<file path="src/rtl/ptrwin_pkg.sv">
package ptrwin_pkg;

  localparam int PTR_W     = 16;
  localparam int AUTO_BIT  = 14;
  localparam int RXSEL_BIT = 15;
  localparam int RSVD_BIT  = 11;

  localparam logic [PTR_W-1:0] READ_MASK = ~(PTR_W'(1) << RSVD_BIT);

  function automatic logic [PTR_W-1:0] merge_bytes(
      input logic [PTR_W-1:0] cur,
      input logic [1:0]       be,
      input logic [PTR_W-1:0] wd);
    logic [PTR_W-1:0] r;
    r = cur;
    if (be[0]) r[7:0]  = wd[7:0];
    if (be[1]) r[15:8] = wd[15:8];
    return r;
  endfunction

endpackage

</file>
<file path="src/rtl/ptrwin_ptr_reg.sv">
module ptrwin_ptr_reg
  import ptrwin_pkg::*;
#(
  parameter int OFS_W = 11
) (
  input  logic             clk,
  input  logic             rst,
  input  logic [1:0]       wr_be,
  input  logic [PTR_W-1:0] wr_data,
  input  logic             step,
  output logic [PTR_W-1:0] ptr_eff,
  output logic [PTR_W-1:0] ptr_q,
  output logic [PTR_W-1:0] ptr_rd_q
);

  logic [PTR_W-1:0] ptr_nxt;

  always_comb begin
    ptr_eff = merge_bytes(ptr_q, wr_be, wr_data);
    ptr_nxt = ptr_eff;
    if (step && ptr_eff[AUTO_BIT])
      ptr_nxt[OFS_W-1:0] = ptr_eff[OFS_W-1:0] + OFS_W'(1);
  end

  always_ff @(posedge clk) begin
    if (rst) begin
      ptr_q    <= '0;
      ptr_rd_q <= '0;
    end else begin
      ptr_q    <= ptr_nxt;
      ptr_rd_q <= ptr_nxt & READ_MASK;
    end
  end

  // auto-increment advances the offset by one and keeps the control bits
  a_r6_auto_step: assert property (@(posedge clk) disable iff (rst)
    (step && wr_be == 2'b00 && ptr_q[AUTO_BIT]) |=>
      (ptr_q[OFS_W-1:0] == $past(ptr_q[OFS_W-1:0]) + OFS_W'(1)) &&
      (ptr_q[PTR_W-1:OFS_W] == $past(ptr_q[PTR_W-1:OFS_W])));

  // without auto-increment an access leaves the pointer alone
  a_r5_no_step: assert property (@(posedge clk) disable iff (rst)
    (wr_be == 2'b00 && !ptr_q[AUTO_BIT]) |=> $stable(ptr_q));

  // a low-byte write keeps the high byte
  a_r2_lo_keeps_hi: assert property (@(posedge clk) disable iff (rst)
    (wr_be == 2'b01 && !step) |=>
      (ptr_q[15:8] == $past(ptr_q[15:8])) && (ptr_q[7:0] == $past(wr_data[7:0])));

  // readback equals the stored pointer with the reserved bit cleared
  a_r3_readback: assert property (@(posedge clk) disable iff (rst)
    1'b1 |=> (ptr_rd_q == (ptr_q & READ_MASK)));

endmodule

</file>
<file path="src/rtl/ptrwin_addr_gen.sv">
module ptrwin_addr_gen
  import ptrwin_pkg::*;
#(
  parameter int OFS_W  = 11,
  parameter int BUF_W  = 4,
  parameter int LANE_W = 2
) (
  input  logic [PTR_W-1:0]     ptr_eff,
  input  logic [LANE_W-1:0]    lane,
  input  logic [BUF_W-1:0]     rx_head,
  input  logic [BUF_W-1:0]     pkt_num,
  output logic [BUF_W+OFS_W-1:0] addr
);

  logic [BUF_W-1:0] buf_idx;
  logic [OFS_W-1:0] ofs;

  always_comb begin
    buf_idx = ptr_eff[RXSEL_BIT] ? rx_head : pkt_num;
    if (ptr_eff[AUTO_BIT])
      ofs = ptr_eff[OFS_W-1:0];
    else
      ofs = ptr_eff[OFS_W-1:0] + OFS_W'(lane);
    addr = {buf_idx, ofs};
  end

endmodule

</file>
<file path="src/rtl/ptrwin_ram_port.sv">
module ptrwin_ram_port #(
  parameter int AW     = 15,
  parameter int DATA_W = 8
) (
  input  logic              clk,
  input  logic              rst,
  input  logic              acc_valid,
  input  logic              acc_write,
  input  logic [AW-1:0]     acc_addr,
  input  logic [DATA_W-1:0] acc_wdata,
  output logic [AW-1:0]     ram_addr,
  output logic              ram_we,
  output logic              ram_re,
  output logic [DATA_W-1:0] ram_wdata
);

  always_ff @(posedge clk) begin
    if (rst) begin
      ram_addr  <= '0;
      ram_we    <= 1'b0;
      ram_re    <= 1'b0;
      ram_wdata <= '0;
    end else begin
      ram_we <= acc_valid && acc_write;
      ram_re <= acc_valid && !acc_write;
      if (acc_valid) begin
        ram_addr  <= acc_addr;
        ram_wdata <= acc_wdata;
      end
    end
  end

  // write and read requests never share a cycle
  a_r9_we_re_excl: assert property (@(posedge clk) disable iff (rst)
    !(ram_we && ram_re));

  // a request follows each access and nothing else
  a_r9_req_follows: assert property (@(posedge clk) disable iff (rst)
    !acc_valid |=> !ram_we && !ram_re);

endmodule

</file>
<file path="src/rtl/ptrwin_rd_ret.sv">
module ptrwin_rd_ret #(
  parameter int DATA_W = 8
) (
  input  logic              clk,
  input  logic              rst,
  input  logic              ram_re,
  input  logic [DATA_W-1:0] ram_rdata,
  output logic              rvalid,
  output logic [DATA_W-1:0] rdata
);

  logic re_d1;

  always_ff @(posedge clk) begin
    if (rst) begin
      re_d1  <= 1'b0;
      rvalid <= 1'b0;
      rdata  <= '0;
    end else begin
      re_d1  <= ram_re;
      rvalid <= re_d1;
      if (re_d1) rdata <= ram_rdata;
    end
  end

  // every RAM read is answered two cycles later
  a_r7_read_returns: assert property (@(posedge clk) disable iff (rst)
    ram_re |=> ##1 rvalid);

  // no valid strobe without a RAM read
  a_r7_no_spurious: assert property (@(posedge clk) disable iff (rst)
    !ram_re |=> ##1 !rvalid);

endmodule

</file>
<file path="src/rtl/ptrwin_top.sv">
module ptrwin_top
  import ptrwin_pkg::*;
#(
  parameter int OFS_W  = 11,
  parameter int BUF_W  = 4,
  parameter int LANES  = 4,
  parameter int DATA_W = 8,
  parameter int LANE_W = $clog2(LANES)
) (
  input  logic                   clk,
  input  logic                   rst,
  input  logic [1:0]             ptr_we,
  input  logic [15:0]            ptr_wdata,
  output logic [15:0]            ptr_rdata,
  input  logic                   dp_valid,
  input  logic                   dp_write,
  input  logic [LANE_W-1:0]      dp_lane,
  input  logic [DATA_W-1:0]      dp_wdata,
  output logic                   dp_rvalid,
  output logic [DATA_W-1:0]      dp_rdata,
  input  logic [BUF_W-1:0]       rx_head,
  input  logic [BUF_W-1:0]       pkt_num,
  output logic [BUF_W+OFS_W-1:0] ram_addr,
  output logic                   ram_we,
  output logic                   ram_re,
  output logic [DATA_W-1:0]      ram_wdata,
  input  logic [DATA_W-1:0]      ram_rdata
);

  localparam int AW = BUF_W + OFS_W;

  logic [PTR_W-1:0] ptr_eff;
  logic [PTR_W-1:0] ptr_q;
  logic [AW-1:0]    acc_addr;

  ptrwin_ptr_reg #(.OFS_W(OFS_W)) u_ptr (
    .clk      (clk),
    .rst      (rst),
    .wr_be    (ptr_we),
    .wr_data  (ptr_wdata),
    .step     (dp_valid),
    .ptr_eff  (ptr_eff),
    .ptr_q    (ptr_q),
    .ptr_rd_q (ptr_rdata)
  );

  ptrwin_addr_gen #(.OFS_W(OFS_W), .BUF_W(BUF_W), .LANE_W(LANE_W)) u_addr (
    .ptr_eff (ptr_eff),
    .lane    (dp_lane),
    .rx_head (rx_head),
    .pkt_num (pkt_num),
    .addr    (acc_addr)
  );

  ptrwin_ram_port #(.AW(AW), .DATA_W(DATA_W)) u_port (
    .clk       (clk),
    .rst       (rst),
    .acc_valid (dp_valid),
    .acc_write (dp_write),
    .acc_addr  (acc_addr),
    .acc_wdata (dp_wdata),
    .ram_addr  (ram_addr),
    .ram_we    (ram_we),
    .ram_re    (ram_re),
    .ram_wdata (ram_wdata)
  );

  ptrwin_rd_ret #(.DATA_W(DATA_W)) u_ret (
    .clk       (clk),
    .rst       (rst),
    .ram_re    (ram_re),
    .ram_rdata (ram_rdata),
    .rvalid    (dp_rvalid),
    .rdata     (dp_rdata)
  );

  // a same-cycle pointer write reaches the RAM address of that access
  a_r8_write_first: assert property (@(posedge clk) disable iff (rst)
    (dp_valid && ptr_we == 2'b11) |=>
      ram_addr[OFS_W-1:0] == ($past(ptr_wdata[AUTO_BIT]) ?
        $past(ptr_wdata[OFS_W-1:0]) :
        $past(ptr_wdata[OFS_W-1:0]) + OFS_W'($past(dp_lane))));

endmodule

</file>
<file path="config.mk">
export PLATFORM = sky130hd
export DESIGN_NAME = ptrwin_top
export DESIGN_NICKNAME = d
export VERILOG_FILES = /design/src/rtl/ptrwin_pkg.sv /design/src/rtl/ptrwin_ptr_reg.sv /design/src/rtl/ptrwin_addr_gen.sv /design/src/rtl/ptrwin_ram_port.sv /design/src/rtl/ptrwin_rd_ret.sv /design/src/rtl/ptrwin_top.sv
export SDC_FILE = /design/constraint.sdc
export NUM_CORES = 1
export LEC_CHECK = 0
export BUFFER_PORTS_ARGS = -buffer_cell sky130_fd_sc_hd__buf_4
export CORE_ASPECT_RATIO = 0.5
export CORE_MARGIN = 10
export CORE_UTILIZATION = 44
export DETAILED_ROUTE_END_ITERATION = 8
export PLACE_DENSITY = 0.75
export SLEW_MARGIN = 20
export SYNTH_ARGS = -nofsm -noshare
export SYNTH_HDL_FRONTEND = slang
export SYNTH_SLANG_ARGS = --single-unit
</file>
<file path="constraint.sdc">
create_clock -name clk -period 3.75 [get_ports clk]
set_input_delay 0 -clock clk [delete_from_list [all_inputs] [get_ports clk]]
set_output_delay 0 -clock clk [all_outputs]
set_load 0.02 [all_outputs]
</file>
# Word level (Yosys, flattened, before mapping)
# Cells that the tools add are included.
[totals] register_bits=52 in_bits=48 out_inout_bits=50 wordCells=21
[op_classes] add_sub_neg=2 mux=5 n_reduce_logical=4
[ops] cell="$mux 11" count=2
[ops] cell="$mux 8" count=2
[ops] cell="$add 11x1->11 const B" count=1
[ops] cell="$add 11x2->11" count=1
[ops] cell="$mux 4" count=1
[ops] cell="$logic_and 1x1->1" count=3
[ops] cell="$logic_not 1->1" count=1

# Logic depth before layout (Yosys ltp)
# Gate-level depths: netlist of run 1.
[logic_depth] depth_word=3 depth_mapped=10

# By module
# From an unflattened synthesis of run 1, not the netlist that was laid out.
[unflattened] hier_cells=267 hier_area_um2=2660.1
[modules_own_cells] module="ptrwin_ptr_reg" n_inst=1 cells_each=120 area_each_um2=1074.8 seq_area_each_um2=320.3
[modules_own_cells] module="ptrwin_ram_port" n_inst=1 cells_each=79 area_each_um2=898.4 seq_area_each_um2=500.5
[modules_own_cells] module="ptrwin_addr_gen" n_inst=1 cells_each=38 area_each_um2=347.8 seq_area_each_um2=0.0
[modules_own_cells] module="ptrwin_rd_ret" n_inst=1 cells_each=30 area_each_um2=339.1 seq_area_each_um2=200.2

# Worst setup path after synthesis of run 1
# Ideal clock, no wire load.
[synth_path] kind="reg2reg" startpoint="reg u_ptr.ptr_rd_q[0] (netlist name)" endpoint="reg u_port.ram_addr[8]" setup_ns=0.095 t_arrival_ns=1.811 required_ns=3.655 slack_ns=1.843 path_stages_with_launch=9 n_path_buf=0 period_less_slack_ns=1.907 cell_sequence="dfxtp_1 -> mux2i_1 -> inv_1 -> ha_1 -> fa_1 -> inv_1 -> nor4_4 -> a211o_1 -> o311ai_1"
[synth_rtl] item="end signal: assignment" line_no="ptrwin_ram_port.sv:27" text="ram_addr <= acc_addr;"
[synth_rtl] item="end: declaration" line_no="ptrwin_ram_port.sv:11" text="output logic [AW-1:0] ram_addr,"

==> results of run 1 <==
-- area by class of cell --
cell class	count	area [sq um]	area share [%]
Sequential cell	50	1000	29.1
Timing Repair Buffer	115	913	26.5
Multi-Input combinational cell	180	1320	38.4
Clock buffer	5	68.8	2.00
Inverter	7	26.3	0.763
Clock inverter	3	21.3	0.618
Tap cell	73	91.3	2.65
-- tightest hold or removal path, stage by stage --
cell and delay (ns):
buf_4 0.11, mux2i_1 0.11, a211oi_1 0.09
-- repair_timing --
item / CTS / global route
resized for setup: 0 / 0
hold buffers: 20 / 0
setup buffers: 0 / 0
hold endpoints to repair: 21 / 0
-- per-stage QoR --
stage               setup slack [ns]  area [sq um]
finish                          1.67          3440
global route                    1.45          3440
CTS                             1.70          3440
detailed placement              1.69          3150
global placement                1.79          3150
floorplan                       1.84          2440
-- layer usage --
layer	routed length (um)	track usage (%)	vias to the layer above
met5	0	0	-
li1	-	-	1124
met2	3590	26.8	71
met1	3000	17.8	1047
met4	111	3.93	0
met3	384	2.90	8
-- cells in the final DEF, fill, tap and decap left out, types with 2 or more instances in the layout --
master / instances
nor2b_1: 4
clkbuf_8: 5
nand2_1: 10
a31oi_1: 2
nand2b_1: 3
a211oi_1: 7
nand3_1: 6
dfxtp_1: 50
ha_1: 3
a21oi_1: 9
o32a_1: 2
xnor2_1: 3
inv_1: 7
o22ai_1: 2
nor2_1: 35
mux2_2: 6
o211ai_1: 5
o311ai_1: 2
a211o_1: 2
mux2i_1: 32
buf_4: 95
nand4_1: 5
o21ai_0: 4
dlygate4sd3_1: 20
and2_1: 2
nor3_1: 7
and4_1: 3
-- logic make-up (layout without fill, tap and decap cells) --
family / after synthesis / count (layout) / synth area share (%)
AOI/OAI and AO/OA: 45 / 45 / 13.9
muxes: 41 / 41 / 17.5
buffers and inverters: 23 / 130 / 4.72
and+or+nand+nor: 85 / 85 / 18.8
adders and majority gates: 4 / 4 / 2.36
xor gates and xnor gates: 4 / 4 / 1.44
DFF: 50 / 50 / 41.0
other: 1 / 1 / 0.154
-- power by group --
group / internal (mW) / switching [mW] / leakage (nW)
Sequential: 0.562 / 0.0197 / 0.411
Clock: 0.131 / 0.181 / 0.0441
Combinational: 0.135 / 0.149 / 1.08
-- worst paths after layout --
kind                            from                   to  slack, ns  depth (start not counted)
setup / recovery   u_ptr.ptr_rd_q[1]   u_port.ram_addr[5]       1.67                          7
hold / removal            rx_head[1]  u_port.ram_addr[12]       0.06                          3
setup reg to reg   u_ptr.ptr_rd_q[1]   u_port.ram_addr[5]       1.67                          7
hold reg to reg   u_port.ram_addr[2]   u_port.ram_addr[2]       0.47                          2
-- state kept, by name (all words and copies together), names as in the netlist --
register          flops
u_ret.rdata           8
u_ret.re_d1           1
u_port.ram_wdata      8
u_port.ram_we         1
u_ret.rvalid          1
u_port.ram_re         1
u_port.ram_addr      15
u_ptr.ptr_rd_q       15
==> impl_metrics.toml, run 1 <==
[status]
outcome = "completed"

[timing]
skew_ns = 0.00445
slew_headroom_pct = 57.3
hold_ws_ns = 0.0590
fin_setup_tns_ns = 0
fmax_mhz = 481
rsz0062_at_grt = "no"
fin_crit_ns = 2.08
period_share_pct = 55.4
setup_viol = 0
hold_violations = 0
worst_pin_slew_ns = 0.622
final_max_slew_viol_count = 0

[die]
die_h_um = 72.6
initial_core_util_pct = 45.0
core_sq_um = 5420
die_w_um = 125
ios = 98
rows = 19
die_area_sq_um = 9100

[power]
powerDensity_nw_per_um2 = 342
vdd_drop_max_uv = 180
p_leak_nw = 1.53
power_mw = 1.18

[logic_synthesis]
yosysUniqueCellTypes = 55
seq_area_frac_synth_pct = 41.0
synthTopCellsByArea = "dfxtp_1 (41%), mux2i_1 (13%), nor2_1 (5.4%), mux2_2 (2.8%), a211oi_1 (2.2%)"
synth-edff-count = 0
postSynthAreaPerCell_sq_um = 9.64
ys_warn_count = 0
syn_nets = 305
synth_commonest_cells = "dfxtp_1 (50), nor2_1 (35), mux2i_1 (32)"
synth_top_area_cell = "dfxtp_1"
synth.top_cell.area_share_pct = 41.0
syn_area_sq_um = 2440
netlist_instances = 253
synth-seq-cells = 50
synth_ff_type = "dfxtp_1"
ys_async_sr_fraction_pct = 0
synth_most_common_cell = "dfxtp_1"

[finish]
nNetsFinal = 411
n_antenna_cell = 0
final_cells = 433
drive_gt1_share_pct = 33.3
post-route-util_pct = 63.6
area_growth_pct = 41.3
fill_cells = 462

[route]
vias_per_cell = 5.20
drt_iter0_drc = 161
routedWlPerCell_um = 16.4
drc = 0
route.antenna.remaining_nets = 0
drtPass1Iterations = 5
totalWireLength_um = 7090
vias = 2250

[critical_path]
endpoint_kind = "register"
start_kind = "register"
cp_slowest_cell = "a2111oi_2"
arrival_ns = 2.25
path_delay_family = "compound AO/OA/AOI/OAI gates"
critPathKind = "reg2reg"
cp_num_buf_inv = 1
critPathMaxStageDelay_ns = 0.56
crit_fanout = 4
worstPathCellList = "mux2i_1 > inv_1 > ha_1 > a21oi_1 > a2111oi_2 > or3_1 > o211ai_1"
cp.required_ns = 3.92

[clock_network]
clk_transition_reported_paths_ns = 0.09
clk_latency_ns = 0.30
clock-root-buffer = "clkbuf_8"
htree_levels = 2
cts_buffers = 5
cts_buffer_depth = 2
cts_sinks = 50
cts_tree = "built"

[place]
dp_cells = 405
hpwl_um = 5170
gp_congestion = 0.838
portBuffers = 95

[job]
maxCapViolCount = 0

[grt]
gr-total-overflow = 0
antenna_found_initial = 0
grt_max_degree = 52
grt_pass1_vias = 2212
grt_pass1_wl_um = 11400
track_usage_pct = 14.8

[min_path]
hold_path.class = "in2reg"
No activity file was read; power rests on OpenSTA's default activity.
==> run 2: changes to the inputs <==
--- a/config.mk
+++ b/config.mk
@@ -8,9 +8,9 @@
 export BUFFER_PORTS_ARGS = -buffer_cell sky130_fd_sc_hd__buf_4
 export CORE_ASPECT_RATIO = 0.5
 export CORE_MARGIN = 10
-export CORE_UTILIZATION = 44
+export CORE_UTILIZATION = 43
 export DETAILED_ROUTE_END_ITERATION = 8
-export PLACE_DENSITY = 0.75
+export PLACE_DENSITY = 0.76
 export SLEW_MARGIN = 20
 export SYNTH_ARGS = -nofsm -noshare
 export SYNTH_HDL_FRONTEND = slang
==> constraint.sdc (replaced) <==
create_clock -name clk -period 1.8 [get_ports clk]
set_input_delay 0 -clock clk [delete_from_list [all_inputs] [get_ports clk]]
set_output_delay 0 -clock clk [all_outputs]
set_load 0.02 [all_outputs]
==> impl_metrics.toml, run 2 (same netlist as run 1, synthesis figures left out) <==
[status]
outcome = "completed"

[min_path]
holdCritStartpoint = "ptr_wdata[14]"
hold_path.class = "in2reg"

[job]
maxCapViolCount = 0

[route]
vias_per_cell = 5.29
routedWlPerCell_um = 17.3
drtPass1Iterations = 4
route.antenna.remaining_nets = 0
drc = 0
vias = 2332
totalWireLength_um = 7640
drt_iter0_drc = 240

[critical_path]
endpoint_kind = "register"
critPathMaxStageDelay_ns = 0.33
critPathKind = "reg2reg"
worstPathCellList = "mux2i_1 > inv_1 > buf_4 > ha_4 > a21oi_4 > nor3_4 > xor2_1 > o22ai_1"
start_kind = "register"
crit_fanout = 3
crit_path_start = "u_ptr.ptr_rd_q[1]"
cp_slowest_cell = "dfxtp_2"
path_delay_family = "flip-flops"
cp_num_buf_inv = 2
timing.rr.start = "u_ptr.ptr_rd_q[1]"
arrival_ns = 1.94
cp.required_ns = 1.94

[clock_network]
cts_sinks = 50
clk_latency_ns = 0.29
cts_buffers = 5
clock-root-buffer = "clkbuf_16"
cts_buffer_depth = 2
clk_transition_reported_paths_ns = 0.06
cts_tree = "built"
htree_levels = 2

[finish]
final_common_cell = "buf_4"
nNetsFinal = 418
post-route-util_pct = 66.1
drive_gt1_share_pct = 37.3
largestRegisters = "u_port.ram_addr: 15 flops, u_ptr.ptr_rd_q: 15 flops"
final_area_sq_um = 3630
layout_common_cells = "buf_4 (103), dfxtp_1 (48), nor2_1 (35), mux2i_1 (31), dlygate4sd3_1 (19)"
area_growth_pct = 48.7
final_cells = 441

[grt]
track_usage_pct = 15.5
gr-total-overflow = 0
grt_max_degree = 52
grt_pass1_vias = 2317
grt_pass1_wl_um = 11900
antenna_found_initial = 0

[place]
placed_area_sq_um = 3210
hpwl_um = 5420
dp_slack_ns = -0.0242
dp_cells = 412
portBuffers = 95
gp_congestion = 0.894

[timing]
fin_setup_tns_ns = 0
hold_ws_ns = 0.0133
hold_violations = 0
worst_pin_slew_ns = 0.569
skew_ns = 0.00690
period_share_pct = 99.8
fmax_mhz = 556
rsz0062_at_grt = "yes"
final_max_slew_viol_count = 0
fin_crit_ns = 1.80
setup_ws_ns = 0.00283
slew_headroom_pct = 61.0
setup_viol = 0

[die]
die_h_um = 73.3
die_w_um = 127
rows = 19
ios = 98
initial_core_util_pct = 44.4
core_sq_um = 5490
die_area_sq_um = 9270

[power]
p_leak_nw = 1.61
vdd_drop_max_uv = 462
powerDensity_nw_per_um2 = 767
power_mw = 2.78
-- run 2: cell types whose count changed in the layout (fill, tap and decap cells not counted), sizes merged --
cell         previous run  this run
buf                    95       103
clkbuf                  5         6
clkinvlp                1         0
diode                   0         1
dlygate4sd3            20        19
-- run 2: final cells by class --
type / instances / area (sq um)
antenna: 1 / 2.50
tap: 73 / 91.3
timing repair buffer: 122 / 963
fill: 454 / 1860
multi-input combinational: 180 / 1400
clock inverter: 2 / 13.8
clock buffer: 6 / 129
inverter: 7 / 26.3
sequential: 50 / 1000
-- run 2: worst paths after layout --
check	end	slack, ns	depth (start not counted)
worst min-delay path	u_ptr.ptr_rd_q[14]	0.01	3
worst max-delay path	u_port.ram_addr[3]	0.003	8
worst min register to register	u_port.ram_addr[0]	0.47	2
worst max register to register	u_port.ram_addr[3]	0.003	8
-- run 2: worst reg2reg max path: stages (launching register included) --
cell and delay (ns):
dfxtp_2 0.33, mux2i_1 0.19, inv_1 0.09, buf_4 0.16, ha_4 0.28, a21oi_4 0.07, nor3_4 0.23, xor2_1 0.20
o22ai_1 0.11
-- run 2: repair_timing --
action,4_1_cts,5_1_grt
gates resized for setup,3,9
setup endpoints to repair,3,9
pin swaps,2,6
setup buffers,0,2
endpoints found under the hold margin,20,0
gates cloned,0,0
hold buffers,19,0
-- run 2: per-layer routing --
metal  share of wire [%]  vias to the layer above  global-route usage (%)
met4                 1.1                        0                    4.39
met3                 6.0                        6                    3.66
li1                    -                     1139                       -
met2                  53                       72                    28.7
met5                   0                        -                       0
met1                  40                     1115                    17.7
-- run 2: power by group --
| group | total (mW) | switching, mW | internal (mW) |
|---|---|---|---|
| combinational | 0.652 | 0.340 | 0.312 |
| clock | 0.915 | 0.399 | 0.516 |
| sequential | 1.21 | 0.0423 | 1.17 |
==> run 3: changes to the inputs <==
--- a/config.mk
+++ b/config.mk
@@ -8,10 +8,11 @@
 export BUFFER_PORTS_ARGS = -buffer_cell sky130_fd_sc_hd__buf_4
 export CORE_ASPECT_RATIO = 0.5
 export CORE_MARGIN = 10
-export CORE_UTILIZATION = 43
+export CORE_UTILIZATION = 44
 export DETAILED_ROUTE_END_ITERATION = 8
-export PLACE_DENSITY = 0.76
+export PLACE_DENSITY = 0.71
 export SLEW_MARGIN = 20
 export SYNTH_ARGS = -nofsm -noshare
 export SYNTH_HDL_FRONTEND = slang
+export SYNTH_HIERARCHICAL = 1
 export SYNTH_SLANG_ARGS = --single-unit
==> impl_metrics.toml, run 3 <==
[critical_path]
critPathKind = "reg2reg"
arrival_ns = 1.97
r2r_end = "u_port/ram_addr[10]"
worstPathCellList = "mux2_4 > inv_1 > fa_2 > nor2_4 > nand4_1 > xnor2_1 > mux2i_1 > nor2_1"
cp_slowest_cell = "fa_2"
critPathMaxStageDelay_ns = 0.41
reg2reg_slack_ns = -0.0008
cp.required_ns = 1.97
start_kind = "register"
endpoint_kind = "register"
cp_num_buf_inv = 1
path_delay_family = "adder cells"
crit_fanout = 5
rr_worst_depth = 8
timing.rr.start = "u_ptr/ptr_q[1]"

[die]
die_h_um = 74.4
die_w_um = 129
rows = 19
initial_core_util_pct = 46.3
ios = 98
core_sq_um = 5610
die_area_sq_um = 9570

[grt]
antenna_found_initial = 0
grt_max_degree = 36
track_usage_pct = 13.7
grt_use_met3_pct = 4.96
gr-total-overflow = 0
grt_pass1_wl_um = 10600
met1_usage_pct = 15.4
busiest_layer = "met2"
grt_pass1_vias = 2106
use_met2_pct = 24.1

[logic_synthesis]
ys_warn_count = 6
netlist_instances = 261
postSynthAreaPerCell_sq_um = 9.96
syn_area_sq_um = 2600
syn_nets = 313

[finish]
layout_common_cells = "buf_4 (109), dfxtp_1 (48), nor2_1 (39), mux2i_1 (34), dlygate4sd3_1 (18)"
final_cells = 438
final_area_sq_um = 3640
nNetsFinal = 416
n_antenna_cell = 0
largestRegisters = "u_port/ram_addr: 15 flops, u_ptr/ptr_q: 15 flops"
post-route-util_pct = 64.9
drive_gt1_share_pct = 42.2
seq_area_sq_um = 1000
final_common_cell = "buf_4"
area_growth_pct = 40.0
fill_cells = 459
multi_input_area_sq_um = 1370

[power]
vdd_drop_max_uv = 457
power_mw = 2.78
powerDensity_nw_per_um2 = 764
p_leak_nw = 1.71

[clock_network]
cts_sinks = 50
cts_tree = "built"
htree_levels = 2
clk_latency_ns = 0.29
clock-root-buffer = "clkbuf_16"
cts_buffers = 5
cts_buffer_depth = 2
clk_transition_reported_paths_ns = 0.07

[timing]
skew_ns = 0.00415
fin_setup_tns_ns = -0.000755
fmax_mhz = 555
hold_ws_ns = 0.0456
final_max_slew_viol_count = 0
fin_crit_ns = 1.80
setup_ws_ns = -0.000755
period_share_pct = 100
hold_violations = 0
setup_viol = 1
rsz0062_at_grt = "yes"

[route]
vias_per_cell = 4.90
route.antenna.remaining_nets = 0
totalWireLength_um = 6760
routedWlPerCell_um = 15.4
drc = 0
drtPass1Iterations = 4
vias = 2148
drt_iter0_drc = 82

[place]
gp_congestion = 0.773
dp_cells = 404
portBuffers = 95
dp_slack_ns = -0.0379
hpwl_um = 5000
placed_area_sq_um = 3220

[job]
maxCapViolCount = 0

[status]
outcome = "finished, violations left"
violations = "setup timing"

[min_path]
whs_path_depth = 3
holdCritStartpoint = "ptr_wdata[12]"
worst_hold_path.endpoint = "u_ptr/ptr_q[12]"
hold_path.class = "in2reg"
-- run 3: repair_timing --
item | in CTS | in global routing
pin swaps | 5 | 14
endpoints found under the setup margin | 4 | 9
gates resized for setup | 2 | 7
buffers inserted | 3 | 5
hold endpoints to repair | 24 | 0
hold buffers | 18 | 0
-- run 3: power by group --
part | switching, mW | internal, mW | total, mW
Combinational | 0.316 | 0.327 | 0.643
Clock | 0.415 | 0.515 | 0.930
Sequential | 0.0381 | 1.17 | 1.21
-- run 3: layout make-up --
class,instances,share of cell area [%]
multi-input cells,173,37.7
flip-flops and latches,50,27.6
repair buffers,127,27.4
clock buffers,5,3.44
well taps,73,2.51
inverters,7,0.722
clock inverters,3,0.584
-- run 3: worst min-delay path, stage by stage --
cell	delay [ns]
buf_4	0.07
mux2_2	0.12
and2_1	0.11
-- run 3: worst max path at each step --
| stage | start | to | cells after the start |
|---|---|---|---|
| finish | u_ptr/ptr_q[1] | u_port/ram_addr[10] | 8 |
| global route | u_ptr/ptr_q[1] | u_port/ram_addr[8] | 8 |
| detailed placement | u_ptr/ptr_q[0] | u_port/ram_addr[10] | 9 |
| CTS | u_ptr/ptr_q[1] | u_port/ram_addr[10] | 8 |
| floorplan | ptr_we[0] | u_port/ram_addr[8] | 11 |
| global placement | u_ptr/ptr_q[0] | u_port/ram_addr[10] | 9 |
-- run 3: per-layer routing --
layer  vias to the layer above  wire, um
met4                         0        93
met2                        61      3260
li1                       1078         -
met1                       997      2880
met5                         -         0
met3                        12       525
